`config.mk`:
```
export PLATFORM = sky130hd
export DESIGN_NAME = issue_window
export DESIGN_NICKNAME = d
export VERILOG_FILES = /design/src/rtl/iw_pkg.sv /design/src/rtl/iw_pend_table.sv /design/src/rtl/iw_entry.sv /design/src/rtl/iw_age_select.sv /design/src/rtl/issue_window.sv
export SDC_FILE = /design/constraint.sdc
export NUM_CORES = 1
export LEC_CHECK = 0
export BUFFER_PORTS_ARGS = -buffer_cell sky130_fd_sc_hd__buf_2
export CAP_MARGIN = 10
export CORE_MARGIN = 1.5
export CORE_UTILIZATION = 30
export DETAILED_ROUTE_END_ITERATION = 10
export HOLD_SLACK_MARGIN = 0.05
export PLACE_DENSITY = 0.46
export SLEW_MARGIN = 10
export SYNTH_ARGS = -nofsm -noshare
export SYNTH_HDL_FRONTEND = slang
export SYNTH_SLANG_ARGS = --single-unit
```
`constraint.sdc`:
```
create_clock -name clk_i -period 4.4 [get_ports clk_i]
set_clock_uncertainty 0.2 [all_clocks]
set_input_delay 0.88 -clock clk_i [delete_from_list [all_inputs] [get_ports clk_i]]
set_output_delay 0.88 -clock clk_i [all_outputs]
set_load 0.01 [all_outputs]
```
`src/rtl/iw_pkg.sv`:
```
package iw_pkg;
  localparam int DEF_ENTRIES = 4;
  localparam int DEF_REGS    = 16;
  localparam int DEF_UNITS   = 4;

  function automatic int clog2_min1(input int n);
    return (n <= 2) ? 1 : $clog2(n);
  endfunction
endpackage

```
`src/rtl/iw_pend_table.sv`:
```
module iw_pend_table #(
  parameter int NUM_REGS = 16,
  parameter int REG_W    = 4
) (
  input  logic                clk_i,
  input  logic                rst_ni,
  input  logic                set_i,
  input  logic [REG_W-1:0]    set_reg_i,
  input  logic                clr_i,
  input  logic [REG_W-1:0]    clr_reg_i,
  output logic [NUM_REGS-1:0] pend_o
);
  logic [NUM_REGS-1:0] pend_q;

  for (genvar r = 0; r < NUM_REGS; r++) begin : g_reg
    always_ff @(posedge clk_i or negedge rst_ni) begin
      if (!rst_ni) begin
        pend_q[r] <= 1'b0;
      end else if (set_i && set_reg_i == REG_W'(r)) begin
        pend_q[r] <= 1'b1;
      end else if (clr_i && clr_reg_i == REG_W'(r)) begin
        pend_q[r] <= 1'b0;
      end
    end
  end

  assign pend_o = pend_q;

  AST_SET_ON_ACCEPT: assert property (@(posedge clk_i) disable iff (!rst_ni)
    set_i |=> pend_q[$past(set_reg_i)]);
  AST_CLR_ON_WB: assert property (@(posedge clk_i) disable iff (!rst_ni)
    (clr_i && pend_q[clr_reg_i] && !(set_i && set_reg_i == clr_reg_i))
      |=> !pend_q[$past(clr_reg_i)]);
endmodule

```
`src/rtl/iw_entry.sv`:
```
module iw_entry #(
  parameter int NUM_UNITS = 4,
  parameter int UNIT_W    = 2,
  parameter int REG_W     = 4
) (
  input  logic                 clk_i,
  input  logic                 rst_ni,
  input  logic                 load_i,
  input  logic [UNIT_W-1:0]    load_unit_i,
  input  logic [REG_W-1:0]     load_dst_i,
  input  logic [REG_W-1:0]     load_src1_i,
  input  logic [REG_W-1:0]     load_src2_i,
  input  logic                 load_src1_rdy_i,
  input  logic                 load_src2_rdy_i,
  input  logic                 wb_valid_i,
  input  logic [REG_W-1:0]     wb_reg_i,
  input  logic [NUM_UNITS-1:0] unit_busy_i,
  input  logic                 grant_i,
  output logic                 valid_o,
  output logic [UNIT_W-1:0]    unit_o,
  output logic [REG_W-1:0]     dst_o,
  output logic [REG_W-1:0]     src1_o,
  output logic [REG_W-1:0]     src2_o,
  output logic                 ready_o
);
  logic              valid_q;
  logic [UNIT_W-1:0] unit_q;
  logic [REG_W-1:0]  dst_q, src1_q, src2_q;
  logic              s1_rdy_q, s2_rdy_q;

  always_ff @(posedge clk_i or negedge rst_ni) begin
    if (!rst_ni) begin
      valid_q  <= 1'b0;
      unit_q   <= '0;
      dst_q    <= '0;
      src1_q   <= '0;
      src2_q   <= '0;
      s1_rdy_q <= 1'b0;
      s2_rdy_q <= 1'b0;
    end else if (load_i) begin
      valid_q  <= 1'b1;
      unit_q   <= load_unit_i;
      dst_q    <= load_dst_i;
      src1_q   <= load_src1_i;
      src2_q   <= load_src2_i;
      s1_rdy_q <= load_src1_rdy_i;
      s2_rdy_q <= load_src2_rdy_i;
    end else begin
      if (grant_i) valid_q <= 1'b0;
      if (wb_valid_i && wb_reg_i == src1_q) s1_rdy_q <= 1'b1;
      if (wb_valid_i && wb_reg_i == src2_q) s2_rdy_q <= 1'b1;
    end
  end

  assign valid_o = valid_q;
  assign unit_o  = unit_q;
  assign dst_o   = dst_q;
  assign src1_o  = src1_q;
  assign src2_o  = src2_q;
  assign ready_o = valid_q && s1_rdy_q && s2_rdy_q && !unit_busy_i[unit_q];

  AST_LOAD_INTO_FREE: assert property (@(posedge clk_i) disable iff (!rst_ni)
    load_i |-> !valid_q);
  AST_FREE_ON_GRANT: assert property (@(posedge clk_i) disable iff (!rst_ni)
    (grant_i && !load_i) |=> !valid_q);
  AST_GRANT_NEEDS_READY: assert property (@(posedge clk_i) disable iff (!rst_ni)
    grant_i |-> (valid_q && !unit_busy_i[unit_q]));
endmodule

```
`src/rtl/iw_age_select.sv`:
```
module iw_age_select #(
  parameter int NUM_ENTRIES = 4
) (
  input  logic                   clk_i,
  input  logic                   rst_ni,
  input  logic [NUM_ENTRIES-1:0] ins_i,
  input  logic [NUM_ENTRIES-1:0] valid_i,
  input  logic [NUM_ENTRIES-1:0] ready_i,
  output logic [NUM_ENTRIES-1:0] grant_o
);
  // older_q[i][j]: entry i was accepted before entry j
  logic [NUM_ENTRIES-1:0] older_q [NUM_ENTRIES];

  always_ff @(posedge clk_i or negedge rst_ni) begin
    if (!rst_ni) begin
      for (int i = 0; i < NUM_ENTRIES; i++) older_q[i] <= '0;
    end else begin
      for (int i = 0; i < NUM_ENTRIES; i++) begin
        for (int j = 0; j < NUM_ENTRIES; j++) begin
          if (ins_i[i])      older_q[i][j] <= 1'b0;
          else if (ins_i[j]) older_q[i][j] <= valid_i[i];
        end
      end
    end
  end

  always_comb begin
    for (int i = 0; i < NUM_ENTRIES; i++) begin
      grant_o[i] = ready_i[i];
      for (int j = 0; j < NUM_ENTRIES; j++) begin
        if (j != i && ready_i[j] && older_q[j][i]) grant_o[i] = 1'b0;
      end
    end
  end

  AST_ONE_GRANT: assert property (@(posedge clk_i) disable iff (!rst_ni)
    $onehot0(grant_o));
  AST_READY_GETS_GRANT: assert property (@(posedge clk_i) disable iff (!rst_ni)
    (|ready_i) |-> (|grant_o));
endmodule

```
`src/rtl/issue_window.sv`:
```
module issue_window
  import iw_pkg::*;
#(
  parameter int NUM_ENTRIES = DEF_ENTRIES,
  parameter int NUM_REGS    = DEF_REGS,
  parameter int NUM_UNITS   = DEF_UNITS,
  localparam int REG_W      = clog2_min1(NUM_REGS),
  localparam int UNIT_W     = clog2_min1(NUM_UNITS)
) (
  input  logic                 clk_i,
  input  logic                 rst_ni,
  input  logic                 in_valid_i,
  input  logic [UNIT_W-1:0]    in_unit_i,
  input  logic [REG_W-1:0]     in_dst_i,
  input  logic [REG_W-1:0]     in_src1_i,
  input  logic [REG_W-1:0]     in_src2_i,
  output logic                 in_ready_o,
  input  logic [NUM_UNITS-1:0] unit_busy_i,
  output logic                 disp_valid_o,
  output logic [UNIT_W-1:0]    disp_unit_o,
  output logic [REG_W-1:0]     disp_dst_o,
  output logic [REG_W-1:0]     disp_src1_o,
  output logic [REG_W-1:0]     disp_src2_o,
  input  logic                 wb_valid_i,
  input  logic [REG_W-1:0]     wb_reg_i
);
  logic [NUM_ENTRIES-1:0] valid, ready, grant, ins_sel, load;
  logic [UNIT_W-1:0]      unit_q [NUM_ENTRIES];
  logic [REG_W-1:0]       dst_q  [NUM_ENTRIES];
  logic [REG_W-1:0]       src1_q [NUM_ENTRIES];
  logic [REG_W-1:0]       src2_q [NUM_ENTRIES];
  logic [NUM_REGS-1:0]    pend;
  logic                   slot_free, war_hit, accept;
  logic                   src1_rdy, src2_rdy;

  // lowest free slot
  always_comb begin
    ins_sel   = '0;
    slot_free = 1'b0;
    for (int i = 0; i < NUM_ENTRIES; i++) begin
      if (!valid[i] && !slot_free) begin
        ins_sel[i] = 1'b1;
        slot_free  = 1'b1;
      end
    end
  end

  // conservative WAR: any held source, ready or not
  always_comb begin
    war_hit = 1'b0;
    for (int i = 0; i < NUM_ENTRIES; i++) begin
      if (valid[i] && (src1_q[i] == in_dst_i || src2_q[i] == in_dst_i)) war_hit = 1'b1;
    end
  end

  assign in_ready_o = slot_free && !pend[in_dst_i] && !war_hit;
  assign accept     = in_valid_i && in_ready_o;
  assign load       = accept ? ins_sel : '0;

  // snapshot before own destination is marked, so self-reads never stall
  assign src1_rdy = !pend[in_src1_i] || (wb_valid_i && wb_reg_i == in_src1_i);
  assign src2_rdy = !pend[in_src2_i] || (wb_valid_i && wb_reg_i == in_src2_i);

  iw_pend_table #(.NUM_REGS(NUM_REGS), .REG_W(REG_W)) u_pend (
    .clk_i     (clk_i),
    .rst_ni    (rst_ni),
    .set_i     (accept),
    .set_reg_i (in_dst_i),
    .clr_i     (wb_valid_i),
    .clr_reg_i (wb_reg_i),
    .pend_o    (pend)
  );

  for (genvar g = 0; g < NUM_ENTRIES; g++) begin : g_ent
    iw_entry #(.NUM_UNITS(NUM_UNITS), .UNIT_W(UNIT_W), .REG_W(REG_W)) u_ent (
      .clk_i           (clk_i),
      .rst_ni          (rst_ni),
      .load_i          (load[g]),
      .load_unit_i     (in_unit_i),
      .load_dst_i      (in_dst_i),
      .load_src1_i     (in_src1_i),
      .load_src2_i     (in_src2_i),
      .load_src1_rdy_i (src1_rdy),
      .load_src2_rdy_i (src2_rdy),
      .wb_valid_i      (wb_valid_i),
      .wb_reg_i        (wb_reg_i),
      .unit_busy_i     (unit_busy_i),
      .grant_i         (grant[g]),
      .valid_o         (valid[g]),
      .unit_o          (unit_q[g]),
      .dst_o           (dst_q[g]),
      .src1_o          (src1_q[g]),
      .src2_o          (src2_q[g]),
      .ready_o         (ready[g])
    );
  end

  iw_age_select #(.NUM_ENTRIES(NUM_ENTRIES)) u_age (
    .clk_i   (clk_i),
    .rst_ni  (rst_ni),
    .ins_i   (load),
    .valid_i (valid),
    .ready_i (ready),
    .grant_o (grant)
  );

  always_comb begin
    disp_unit_o = '0;
    disp_dst_o  = '0;
    disp_src1_o = '0;
    disp_src2_o = '0;
    for (int i = 0; i < NUM_ENTRIES; i++) begin
      if (grant[i]) begin
        disp_unit_o = disp_unit_o | unit_q[i];
        disp_dst_o  = disp_dst_o  | dst_q[i];
        disp_src1_o = disp_src1_o | src1_q[i];
        disp_src2_o = disp_src2_o | src2_q[i];
      end
    end
  end

  assign disp_valid_o = |grant;

  AST_FULL_REFUSES: assert property (@(posedge clk_i) disable iff (!rst_ni)
    (&valid) |-> !in_ready_o);
  AST_WAW_REFUSES: assert property (@(posedge clk_i) disable iff (!rst_ni)
    pend[in_dst_i] |-> !in_ready_o);
  AST_DISP_UNIT_FREE: assert property (@(posedge clk_i) disable iff (!rst_ni)
    disp_valid_o |-> !unit_busy_i[disp_unit_o]);
  AST_DISP_SRCS_DONE: assert property (@(posedge clk_i) disable iff (!rst_ni)
    disp_valid_o |-> ((!pend[disp_src1_o] || disp_src1_o == disp_dst_o) &&
                      (!pend[disp_src2_o] || disp_src2_o == disp_dst_o)));
  AST_DISP_DST_PENDING: assert property (@(posedge clk_i) disable iff (!rst_ni)
    disp_valid_o |-> pend[disp_dst_o]);
endmodule

```
* After elaboration in Yosys (flattened, before gate mapping)
Cells that the tools add are included.
** Cells by class
- Multiplexer cells :: 134
- Eq/ne operators :: 48
- Bitwise logic cells :: 12
- Magnitude comparators :: 7
- Reductions and logical operators :: 132
** Operator list (count)
- two-way mux 1 bit :: 110
- logical AND 1 bit :: 76
- == test 4 bit :: 18
- nonzero test 2 bit :: 34
- == test 4 bit (second input constant) :: 16
- two-way mux 4 bit :: 13
- bitwise OR 4 bit :: 9
- == test 4 x 3 -> 1 bit (second input constant) :: 8
- == test 4 x 2 -> 1 bit (second input constant) :: 4
- < comparator 4 x 5 -> 1 bit (second input constant) :: 3
- zero test 1 bit :: 13
- binary-select mux 1 bit (select 4 bit) :: 3
- < comparator 2 x 3 -> 1 bit (second input constant) :: 4
- binary-select mux 1 bit (select 2 bit) :: 4
- == test 4 x 1 -> 1 bit (second input constant) :: 2
- zero test 4 bit :: 2
- two-way mux 2 bit :: 4
- logical OR 1 bit :: 6
- bitwise OR 2 bit :: 3
- OR reduction 4 bit :: 1
** Word-level totals
- Logic and storage cells :: 389
- Output and inout bits :: 16
- Input port bits :: 26
- Register bits :: 96

* Longest topological paths before layout
Gate-level depths: netlist (run 1).
- Depth in word-level cells :: 15
- Depth in mapped cells :: 10
- Gate-level depth less buffers :: 6

* By module
Synthesis (run 1) repeated with hierarchy kept, for this count alone.
** Unflattened totals
- Cell total of the unflattened synthesis :: 467
- Area, all modules :: 5554.1 um^2
** By module, submodules not included
- iw_entry :: area each 769.5 um^2, seq. area each 425.4 um^2, times used 4, cells an instance 53
- issue_window :: area each 1228.7 um^2, seq. area each 0.0 um^2, times used 1, cells an instance 139
- iw_pend_table :: area each 665.6 um^2, seq. area each 400.4 um^2, times used 1, cells an instance 64
- iw_age_select :: area each 581.8 um^2, seq. area each 300.3 um^2, times used 1, cells an instance 52

* Least setup slack after synthesis (run 1)
Ideal clock, no wire load.
- Path type :: in2out
- Start :: input port unit_busy_i[3]
- End :: output port disp_valid_o
- Arrival :: 2.474 ns
- Buffers on the path :: 1
- Data required time :: 3.320 ns
- Cell stages on the path :: 6
- Setup slack :: 0.846 ns
- Path through :: mux4_2 nor2_1 a22oi_1 and3_1 clkbuf_1 or4_1
** Between the ends
- Word-level cells in the longest chain between the ends :: 9
- Elaborated cells between the ends (all ways) :: 41
- Those cells by class :: 20 x mux; 21 x reduce/logical
** Ends and longest elaborated chain
- start, declared :: line issue_window.sv:18 : input logic [NUM_UNITS-1:0] unit_busy_i,
- binary-select mux 1 bit (select 2 bit) :: line iw_entry.sv:60 : assign ready_o = valid_q && s1_rdy_q && s2_rdy_q && !unit_busy_i[unit_q];
- two-way mux 1 bit (not written as such) :: line iw_entry.sv:60
- zero test 1 bit :: line iw_entry.sv:60
- logical AND 1 bit :: line iw_entry.sv:60
- logical AND 1 bit :: line iw_age_select.sv:31 : if (j != i && ready_i[j] && older_q[j][i]) grant_o[i] = 1'b0;
- two-way mux 1 bit (3 in series) :: line iw_age_select.sv:31
- OR reduction 4 bit (*) :: line issue_window.sv:122 : assign disp_valid_o = |grant;
- end, declared :: line issue_window.sv:19 : output logic disp_valid_o,
Mark *: on every way between the ends. The rest lies on a longest branch, timed or not. The select of a mux whose other input is x is not followed.

* Final worst setup path (run 1)
Ends and elaborated chain as after synthesis.

==> summary.txt, run 1 <==
Worst setup path
  – CP startpoint kind: input pin
  – Crit path kind: in -> out
  – Crit Path Max Fanout: 16
  – Critical Path Sink Type: output port
  – FF-to-FF Start: g_ent[3].u_ent.src2_o[1]$_DFFE_PN0P_
  – R2r setup slk: 1.47 ns
  – CP Data Required Time: 3.32 ns
  – R2R cell count: 7
  – R2r endpoint: u_pend.pend_o[8]$_DFFE_PN0P_
  – CP arrival: 3.01 ns

Synthesis
  – Ys Warns: 0
  – FF+latch count, synth: 96
  – Sequential-to-total area share from yosys stat: 0.431
  – Top FF cell, synth: dfrtp_1
  – Syn Inst Count: 488
  – Post-synth EDFFs: 0
  – Ys async rst share: 1.00
  – Synthesized area per cell: 11.4 sq um
  – Post-Syn Area: 0.00557 sq mm
  – Post-synthesis cell type count: 46
  – Post-Syn Nets: 514

Min path
  – Hold Crit Depth: 1
  – Worst min-delay path startpoint: u_age.older_q[11]$_DFFE_PN0P_
  – Worst Hold End: u_age.older_q[11]$_DFFE_PN0P_
  – Hold crit path type: reg -> reg

GRT
  – Global-route wire length before repair: 25800 microns
  – Grt total ovfl: 0
  – Initial antenna violation count: 1
  – Vias in the first global route: 4239
  – GR Util All Layers: 0.175
  – Pin count of the biggest net entering global routing: 49

Placement
  – Dpl cells: 730
  – HPWL Detailed: 11400 microns
  – Placer Congestion: 0.770
  – DP Worst Slack: 0.296 ns
  – Port bufs: 41

Cells and area
  – Share of post-route cells with drive strength above 1: 0.288
  – Filler Cell Count: 1781
  – Ant diodes: 0
  – Commonest non-fill, non-tap cell in the layout: dfrtp_1
  – Post-layout util: 0.347
  – Fin cells: 746
  – Area Growth Syn to Fin: 12.6%
  – Commonest non-fill, non-tap cells in the layout: 96 x dfrtp_1, 62 x xor2_1, 50 x mux2_2, 40 x buf_2, 32 x a22oi_1
  – # nets final: 538

Run status
  – Violated checks: DRC
  – Status: finished, violations left

Flow run
  – Max cap viols: 0

Timing
  – Final worst slack: 0.315 ns
  – Count of final hold-check violations: 0
  – RSZ-0062 raised after global routing: false
  – Final setup fails: 0
  – F_max: 245 MHz
  – Period utilization: 0.928
  – Slew margin rel.: 0.382
  – Hold Worst Slack: 0.295 ns
  – Worst slew pin tran: 0.927 ns
  – Min cycle time layout: 4.09 ns
  – Setup TNS: 0 ns
  – Slew Limit Fails: 0

Clock network
  – CTS Buffer Depth: 2
  – CTS H-tree lvls: 3
  – Root buffer cell: clkbuf_16
  – Total setup buffers inserted after CTS: 0
  – CTS tree: yes
  – Clock Latency Late Sink: 0.36 ns
  – Post-cts sizing count: 0
  – Clock transition at path regs: 0.07 ns
  – # hold bufs at CTS: 0
  – Sink Count: 96
  – TritonCTS Buffers: 9

Pwr
  – Pwr/cell area: 726 mW/mm^2
  – VDD IR-drop max: 238 uV
  – Leak pwr: 0.00264 uW

Drt
  – DRT Pass-1 Iters: 8
  – DRT antenna net count: 0
  – Routed WL: 16400 microns
  – DRT iter0 DRCs: 320
  – Drt wl/cell: 22.0 microns
  – Total number of vias: 4074
  – # DRC: 3
  – Via/cell ratio: 5.46

Die
  – Initial Util: 0.308
  – Die H: 139 microns
  – Core ar.: 0.0181 sq mm
  – Total die area: 0.0194 sq mm
  – Row Count: 49
  – Die W: 139 microns
  – IO Pins: 42
==> state kept, by name (all words and copies together), names as in the netlist <==
name                  count
u_pend.pend_o            16
g_ent.u_ent.dst_o        16
g_ent.u_ent.s1_rdy_q      4
g_ent.u_ent.valid_o       4
g_ent.u_ent.src2_o       16
g_ent.u_ent.s2_rdy_q      4
g_ent.u_ent.unit_o        8
g_ent.u_ent.src1_o       16
u_age.older_q            12
==> per-layer routing <==
| metal | track usage | wire length (microns) | vias to the layer above |
|---|---|---|---|
| li1 | - | - | 1830 |
| met1 | 0.238 | 7560 | 2105 |
| met2 | 0.280 | 7750 | 107 |
| met3 | 0.0413 | 831 | 30 |
| met4 | 0.0459 | 264 | 2 |
| met5 | 0 | 12 | - |
==> cells in the mapped netlist (all sizes together) (10+ instances only) <==
library cell | count | area [sq um]
nor3 | 12 | 71.3
buf | 20 | 115
xnor2 | 10 | 87.6
mux4 | 18 | 405
nand2 | 29 | 109
o21ai | 23 | 115
xor2 | 62 | 543
dfrtp | 96 | 2400
mux2 | 56 | 631
clkbuf | 22 | 82.6
a22oi | 32 | 240
nor2 | 11 | 48.8
o31ai | 13 | 97.6
==> through the flow <==
step	power, uW	area (sq um)
floorplan	3090	5570
global placement	3750	5980
detailed placement	3770	5980
CTS	4590	6280
global route	4860	6280
finish	4550	6280
==> logic make-up after synthesis <==
family          after synthesis  synth area share
xor+xnor                     72             0.113
flops                        96             0.431
simple gates                 92            0.0869
mux                          82             0.200
compound gates               98             0.129
buf+inv                      48            0.0395
==> final cells by class <==
cell class / instances / area, sq um / area share
inverter: 6 / 22.5 / 0.00359
timing repair buffer: 55 / 313 / 0.0498
multi-input combinational: 344 / 2950 / 0.471
clock buffer: 10 / 229 / 0.0365
tap: 229 / 287 / 0.0457
clock inverter: 6 / 68.8 / 0.0110
sequential: 96 / 2400 / 0.383
==> report_power, final <==
part / switching [uW] / internal, uW
Clock: 359 / 444
Sequential: 495 / 1320
Combinational: 959 / 979
Total: 1810 / 2740
==> worst max path at each step <==
stage | start | to | slack [ns] | cells after the start
floorplan | unit_busy_i[3] | disp_valid_o | 0.85 | 6
global placement | unit_busy_i[3] | disp_valid_o | 0.28 | 7
detailed placement | unit_busy_i[3] | disp_valid_o | 0.30 | 7
CTS | unit_busy_i[3] | disp_valid_o | 0.29 | 7
global route | unit_busy_i[3] | disp_valid_o | 0.24 | 7
finish | unit_busy_i[3] | disp_valid_o | 0.31 | 7
==> critical path: stages <==
cell and delay [ns]:
buf_2 0.12, mux4_2 0.47, nor2_1 0.26, a22oi_1 0.13, and3_1 0.45, or4_1 0.53
buf_2 0.16
(Power assumes the default switching activity.)
==> run 2, diff against run 1 <==
Settings changed: RECOVER_POWER set to 25.
==> run 2 against run 1 <==
The run ends with DRC, capacitance limit, slew limit left. Via count hardly changed. Combinational power about the same. Setup slack barely moved. Wire length hardly changed.
==> summary.txt, run 2 (synthesis gave the netlist of run 1 again) <==
Cells and area
  – Filler Cell Count: 1783 (+0.11%)
  – # nets final: 538 (unchanged)
  – Commonest non-fill, non-tap cells in the layout: 96 x dfrtp_1, 62 x xor2_1, 50 x mux2_2, 40 x buf_2, 32 x a22oi_1
  – Post-route cell area: 0.00627 sq mm (about the same)
  – Area Growth Syn to Fin: 12.5% (about the same)
  – Share of post-route cells with drive strength above 1: 0.286 (-0.00193)
  – Commonest non-fill, non-tap cell in the layout: dfrtp_1
  – Ant diodes: 0 (unchanged)

Pwr
  – Pwr/cell area: 726 mW/mm^2 (about the same)
  – Sw Share: 0.398 (about the same)
  – VDD IR-drop max: 238 uV (about the same)
  – Flop pwr share: 0.398 (about the same)
  – Internal Power: 2740 uW (about the same)
  – Clk network pwr share: 0.176 (about the same)
  – Leak pwr: 0.00264 uW (-0.16%)
  – Combinational power share: 0.425 (about the same)
  – Sw power: 1810 uW (about the same)

Timing
  – Min cycle time layout: 4.09 ns (-0.00000700 ns)
  – Worst slew pin tran: 2.84 ns (+1.91 ns)
  – Final setup fails: 0 (unchanged)
  – Slew Limit Fails: 49 (+49)
  – Hold Worst Slack: 0.295 ns (-0.00000200 ns)
  – Setup TNS: 0 ns (unchanged)
  – F_max: 245 MHz (unchanged)
  – RSZ-0062 raised after global routing: false
  – Slew margin rel.: -0.892 (-1.27)
  – Period utilization: 0.928 (about the same)
  – Count of final hold-check violations: 0 (unchanged)

GRT
  – Global-route wire length before repair: 25800 microns (unchanged)
  – GR Util All Layers: 0.175 (unchanged)
  – Pin count of the biggest net entering global routing: 49 (unchanged)
  – Initial antenna violation count: 1 (unchanged)
  – Vias in the first global route: 4239 (unchanged)
  – Grt total ovfl: 0 (unchanged)

Clock network
  – Clock transition at path regs: 0.07 ns (about the same)
  – Root buffer cell: clkbuf_16
  – Total setup buffers inserted after CTS: 0 (unchanged)
  – CTS Buffer Depth: 2 (unchanged)
  – TritonCTS Buffers: 9 (unchanged)
  – Post-cts sizing count: 0 (unchanged)
  – Sink Count: 96 (unchanged)
  – CTS tree: yes
  – # hold bufs at CTS: 0 (unchanged)
  – Clock Latency Late Sink: 0.36 ns (about the same)
  – CTS H-tree lvls: 3 (unchanged)

Min path
  – Hold Crit Depth: 1 (unchanged)
  – Worst Hold End: u_age.older_q[11]$_DFFE_PN0P_
  – Hold crit path type: reg -> reg
  – Worst min-delay path startpoint: u_age.older_q[11]$_DFFE_PN0P_

Worst setup path
  – Crit Path Max Fanout: 16 (unchanged)
  – R2R cell count: 7 (unchanged)
  – FF-to-FF Start: u_pend.pend_o[10]$_DFFE_PN0P_
  – Worst path cell trace: buf_2, mux4_2, nor2_1, a22oi_1, and3_1, or4_1, buf_2
  – Critical Path Sink Type: output port
  – Slowest stage delay, CP: 0.53 ns (about the same)
  – CP arrival: 3.01 ns (about the same)
  – Family with the most delay on the worst path: simple AND/OR/NAND/NOR gates
  – CP Buf/Inv Count: 2 (unchanged)
  – Critical-path top delay cell: or4_1
  – Cell mode on critical path: buf_2
  – R2r endpoint: u_pend.pend_o[3]$_DFFE_PN0P_
  – R2r setup slk: 1.47 ns (about the same)
  – Crit path kind: in -> out
  – CP startpoint kind: input pin
  – CP Data Required Time: 3.32 ns (about the same)

Drt
  – DRT antenna net count: 0 (unchanged)
  – DRT Pass-1 Iters: 8 (unchanged)
  – Drt wl/cell: 22.0 microns (about the same)
  – # DRC: 3 (unchanged)
  – Routed WL: 16400 microns (about the same)
  – Via/cell ratio: 5.46 (about the same)
  – Total number of vias: 4072 (-0.049%)
  – DRT iter0 DRCs: 320 (unchanged)

Placement
  – Port bufs: 41 (unchanged)
  – Placer Congestion: 0.770 (unchanged)
  – HPWL Detailed: 11400 microns (unchanged)
  – Placed inst area: 0.00598 sq mm (unchanged)

Die
  – IO Pins: 42 (unchanged)
  – Row Count: 49 (unchanged)
  – Initial Util: 0.308 (unchanged)
  – Die H: 139 microns (unchanged)
  – Die W: 139 microns (unchanged)
  – Core ar.: 0.0181 sq mm (unchanged)
  – Total die area: 0.0194 sq mm (unchanged)

Run status
  – Status: finished, violations left
  – Violated checks: DRC, capacitance limit, slew limit

Flow run
  – Max cap viols: 1 (+1)
[run 2: worst max-delay path by stage]
stage,to,startpoint,depth (start not counted),slack (ns)
global route,disp_valid_o,unit_busy_i[3],7,0.24
finish,disp_valid_o,unit_busy_i[3],7,0.31
global placement,disp_valid_o,unit_busy_i[3],7,0.28
detailed placement,disp_valid_o,unit_busy_i[3],7,0.30
floorplan,disp_valid_o,unit_busy_i[3],6,0.85
CTS,disp_valid_o,unit_busy_i[3],7,0.29
[run 2: through the flow]
step	util	setup WS [ns]	total power, uW	cells
after detailed placement	0.331	0.296	3770	730
after CTS	0.347	0.288	4590	746
after global placement	0.331	0.276	3750	730
final	0.347	0.315	4550	746
after floorplan	-	0.846	3090	488
after global routing	0.347	0.237	4860	746
[run 2: area by class of cell]
| class | instances | area (sq um) | share of cell area |
|---|---|---|---|
| clock inverter | 6 | 68.8 | 0.0110 |
| tap | 229 | 287 | 0.0457 |
| clock buffer | 10 | 229 | 0.0365 |
| multi-input combinational | 344 | 2950 | 0.471 |
| timing repair buffer | 55 | 307 | 0.0489 |
| sequential | 96 | 2400 | 0.383 |
| inverter | 6 | 22.5 | 0.00359 |
[run 2: metal layers]
metal,global-route usage,part of all wire,vias to the layer above
met4,0.0459,0.016,2
li1,-,-,1830
met3,0.0413,0.051,30
met1,0.238,0.46,2103
met5,0,0.00073,-
met2,0.280,0.47,107
[run 2: power groups by stage]
stage,sequential (uW),clock [uW],combinational (uW)
3_5_place_dp,1810,0,1960
3_3_place_gp,1820,0,1930
5_1_grt,1880,861,2130
2_1_floorplan,1630,0,1460
6_report,1810,803,1940
4_1_cts,1800,826,1970
==> run 3, diff against run 2 <==
Settings changed: SYNTH_HIERARCHICAL set to 1.
==> run 3 against run 2 <==
Critical path type unchanged. Via count down 1.9%. Power shrank 1.1%. Critical path depth is the same. Wire length fell by 3.5%. Die area decreased by 0.35%. Non-clock buffer count grew 6. Clock power fell by 2%. The flow still finishes with violations (DRC, capacitance limit, slew limit).
==> summary.txt, run 3 <==
Timing
  – Final setup fails: 0 (unchanged)
  – F_max: 248 MHz (+1.2%)
  – RSZ-0062 raised after global routing: false
  – Count of final hold-check violations: 0 (unchanged)
  – Slew margin rel.: -0.882 (+0.0100)
  – Hold Worst Slack: 0.310 ns (+0.0148 ns)
  – Slew Limit Fails: 50 (+2.0%)
  – Worst slew pin tran: 2.82 ns (-0.0150 ns)
  – Min cycle time layout: 4.03 ns (-0.0504 ns)
  – Period utilization: 0.917 (-0.0115)
  – Setup TNS: 0 ns (unchanged)

Synthesis
  – FF+latch count, synth: 96 (unchanged)
  – Syn Inst Count: 467 (-4.3%)
  – Sequential-to-total area share from yosys stat: 0.433 (+0.00155)
  – Ys async rst share: 1.00 (unchanged)
  – Post-Syn Nets: 493 (-4.1%)
  – Count leader, synth: dfrtp_1
  – Post-synthesis cell type count: 37 (-20%)
  – Synthesized area per cell: 11.9 sq um (+4.1%)
  – Synth cell count leaders: 96 x dfrtp_1, 56 x mux2_2, 38 x xor2_1
  – Synth area leader: dfrtp_1
  – Yosys top cell area share: 0.433 (+0.00155)
  – Post-synth EDFFs: 0 (unchanged)
  – Top FF cell, synth: dfrtp_1
  – Ys Warns: 6 (+6)
  – Top cells by area, synth: dfrtp_1 43%, mux2_2 11%, mux4_2 6.1%
  – Post-Syn Area: 0.00555 sq mm (-0.36%)

Clock network
  – Clock Latency Late Sink: 0.35 ns (about the same)
  – # hold bufs at CTS: 0 (unchanged)
  – CTS Buffer Depth: 2 (unchanged)
  – Clock transition at path regs: 0.07 ns (about the same)
  – TritonCTS Buffers: 9 (unchanged)
  – Total setup buffers inserted after CTS: 0 (unchanged)
  – Root buffer cell: clkbuf_16
  – CTS H-tree lvls: 3 (unchanged)
  – Post-cts sizing count: 0 (unchanged)
  – Sink Count: 96 (unchanged)
  – CTS tree: yes

Worst setup path
  – Crit Path Max Fanout: 16 (unchanged)
  – Cell mode on critical path: buf_2
  – Critical Path Sink Type: output port
  – CP Data Required Time: 3.32 ns (about the same)
  – CP arrival: 2.95 ns (-0.06 ns)
  – Worst path cell trace: buf_2, mux4_2, nor2_1, a22oi_1, and3_1, or4_1, buf_2
  – Critical-path top delay cell: or4_1
  – CP startpoint kind: input pin
  – Slowest stage delay, CP: 0.53 ns (about the same)
  – Crit path kind: in -> out

Drt
  – # DRC: 4 (+1)
  – DRT iter0 DRCs: 171 (-47%)
  – Via/cell ratio: 5.32 (-2.5%)
  – Routed WL: 15800 microns (-3.5%)
  – Total number of vias: 3995 (-1.9%)
  – DRT Pass-1 Iters: 8 (unchanged)
  – Drt wl/cell: 21.1 microns (-4.2%)
  – DRT antenna net count: 0 (unchanged)

Min path
  – Hold crit path type: reg -> reg

Placement
  – Placer Congestion: 0.791 (+2.8%)
  – Dpl cells: 735 (+0.68%)
  – HPWL Detailed: 11300 microns (-0.68%)
  – Port bufs: 41 (unchanged)

Die
  – Core ar.: 0.0181 sq mm (unchanged)
  – IO Pins: 42 (unchanged)
  – Die H: 139 microns (-0.18%)
  – Total die area: 0.0193 sq mm (-0.35%)
  – Die W: 139 microns (-0.18%)
  – Initial Util: 0.307 (-0.00111)
  – Row Count: 49 (unchanged)

GRT
  – M2 GR Usage: 0.279 (-0.000966)
  – Busiest layer in global routing: met2
  – Grt total ovfl: 0 (unchanged)
  – Vias in the first global route: 4185 (-1.3%)
  – Global-route wire length before repair: 25200 microns (-2.2%)
  – Pin count of the biggest net entering global routing: 50 (+2.0%)
  – Initial antenna violation count: 0 (-1)
  – Global routing usage on met1: 0.232 (-0.00544)
  – GR Util All Layers: 0.171 (-0.00365)
  – GR Layer Usage met3: 0.0335 (-0.00780)

Cells and area
  – Commonest non-fill, non-tap cells in the layout: 96 x dfrtp_1, 56 x mux2_2, 40 x buf_2, 38 x xor2_1, 34 x xnor2_1
  – Ant diodes: 0 (unchanged)
  – Fin cells: 751 (+0.67%)
  – Share of post-route cells with drive strength above 1: 0.295 (+0.00875)
  – Reg area: 0.00240 sq mm (unchanged)
  – Area occupied by multi-input gates: 0.00298 sq mm (+0.89%)
  – Filler Cell Count: 1783 (unchanged)
  – Commonest non-fill, non-tap cell in the layout: dfrtp_1
  – Post-layout util: 0.350 (+0.00380)
  – Area Growth Syn to Fin: 14.1%
  – # nets final: 543 (+0.93%)

Pwr
  – VDD IR-drop max: 269 uV (+13%)
  – Leak pwr: 0.00260 uW (-1.3%)
  – Pwr/cell area: 711 mW/mm^2 (-2.1%)

Flow run
  – Max cap viols: 1 (unchanged)

Run status
  – Violated checks: DRC, capacitance limit, slew limit
  – Status: finished, violations left
-- run 3: routing by layer --
layer	part of all wire	wire length [microns]
met2	0.48	7560
met4	0.014	216
met5	0	0
met3	0.052	819
met1	0.46	7250
-- run 3: layout make-up --
class / instances / area share
multi-input combinational: 345 / 0.470
clock inverter: 5 / 0.00908
timing repair buffer: 61 / 0.0574
clock buffer: 11 / 0.0367
inverter: 4 / 0.00237
sequential: 96 / 0.379
tap: 229 / 0.0452
-- run 3: cells by family after synthesis --
family | Yosys count | share of synthesized area
mux | 97 | 0.231
simple gates | 92 | 0.0865
flops | 96 | 0.433
buf+inv | 26 | 0.0358
compound gates | 84 | 0.101
xor+xnor | 72 | 0.114
-- run 3: final timing paths --
path                                                           from                                   end  slack, ns  depth (start not counted)
worst max register to register         u_pend/pend_o[3]$_DFFE_PN0P_   g_ent[3].u_ent/dst_o[0]$_DFFE_PN0P_       1.48                          7
worst min register to register  g_ent[2].u_ent/s2_rdy_q$_DFFE_PN0P_   g_ent[2].u_ent/s2_rdy_q$_DFFE_PN0P_       0.31                          2
worst min-delay path            g_ent[2].u_ent/s2_rdy_q$_DFFE_PN0P_   g_ent[2].u_ent/s2_rdy_q$_DFFE_PN0P_       0.31                          2
min in group asynchronous                                    rst_ni   g_ent[3].u_ent/dst_o[3]$_DFFE_PN0P_       1.24                          1
max in group asynchronous                                    rst_ni  g_ent[2].u_ent/src2_o[1]$_DFFE_PN0P_       0.95                          2
worst max-delay path                                 unit_busy_i[3]                          disp_valid_o       0.37                          7
-- run 3: per-stage QoR --
stage / instance area [sq um] / setup slack [ns] / total power (uW)
2_1_floorplan: 5550 / 0.916 / 3050
3_3_place_gp: 6050 / 0.402 / 3700
3_5_place_dp: 6050 / 0.378 / 3740
4_1_cts: 6340 / 0.381 / 4560
5_1_grt: 6340 / 0.254 / 4830
6_report: 6340 / 0.365 / 4510
-- run 3: critical path: cells and delay by family --
kind	cells	cell delay (ns)
buffers and inverters	2	0.27
AOI/OAI and AO/OA	1	0.12
muxes	1	0.46
and+or+nand+nor	3	1.21
-- run 3: report_power, final --
group / internal (uW) / total [uW] / switching [uW]
clock: 440 / 788 / 348
sequential: 1310 / 1800 / 485
combinational: 1000 / 1920 / 919
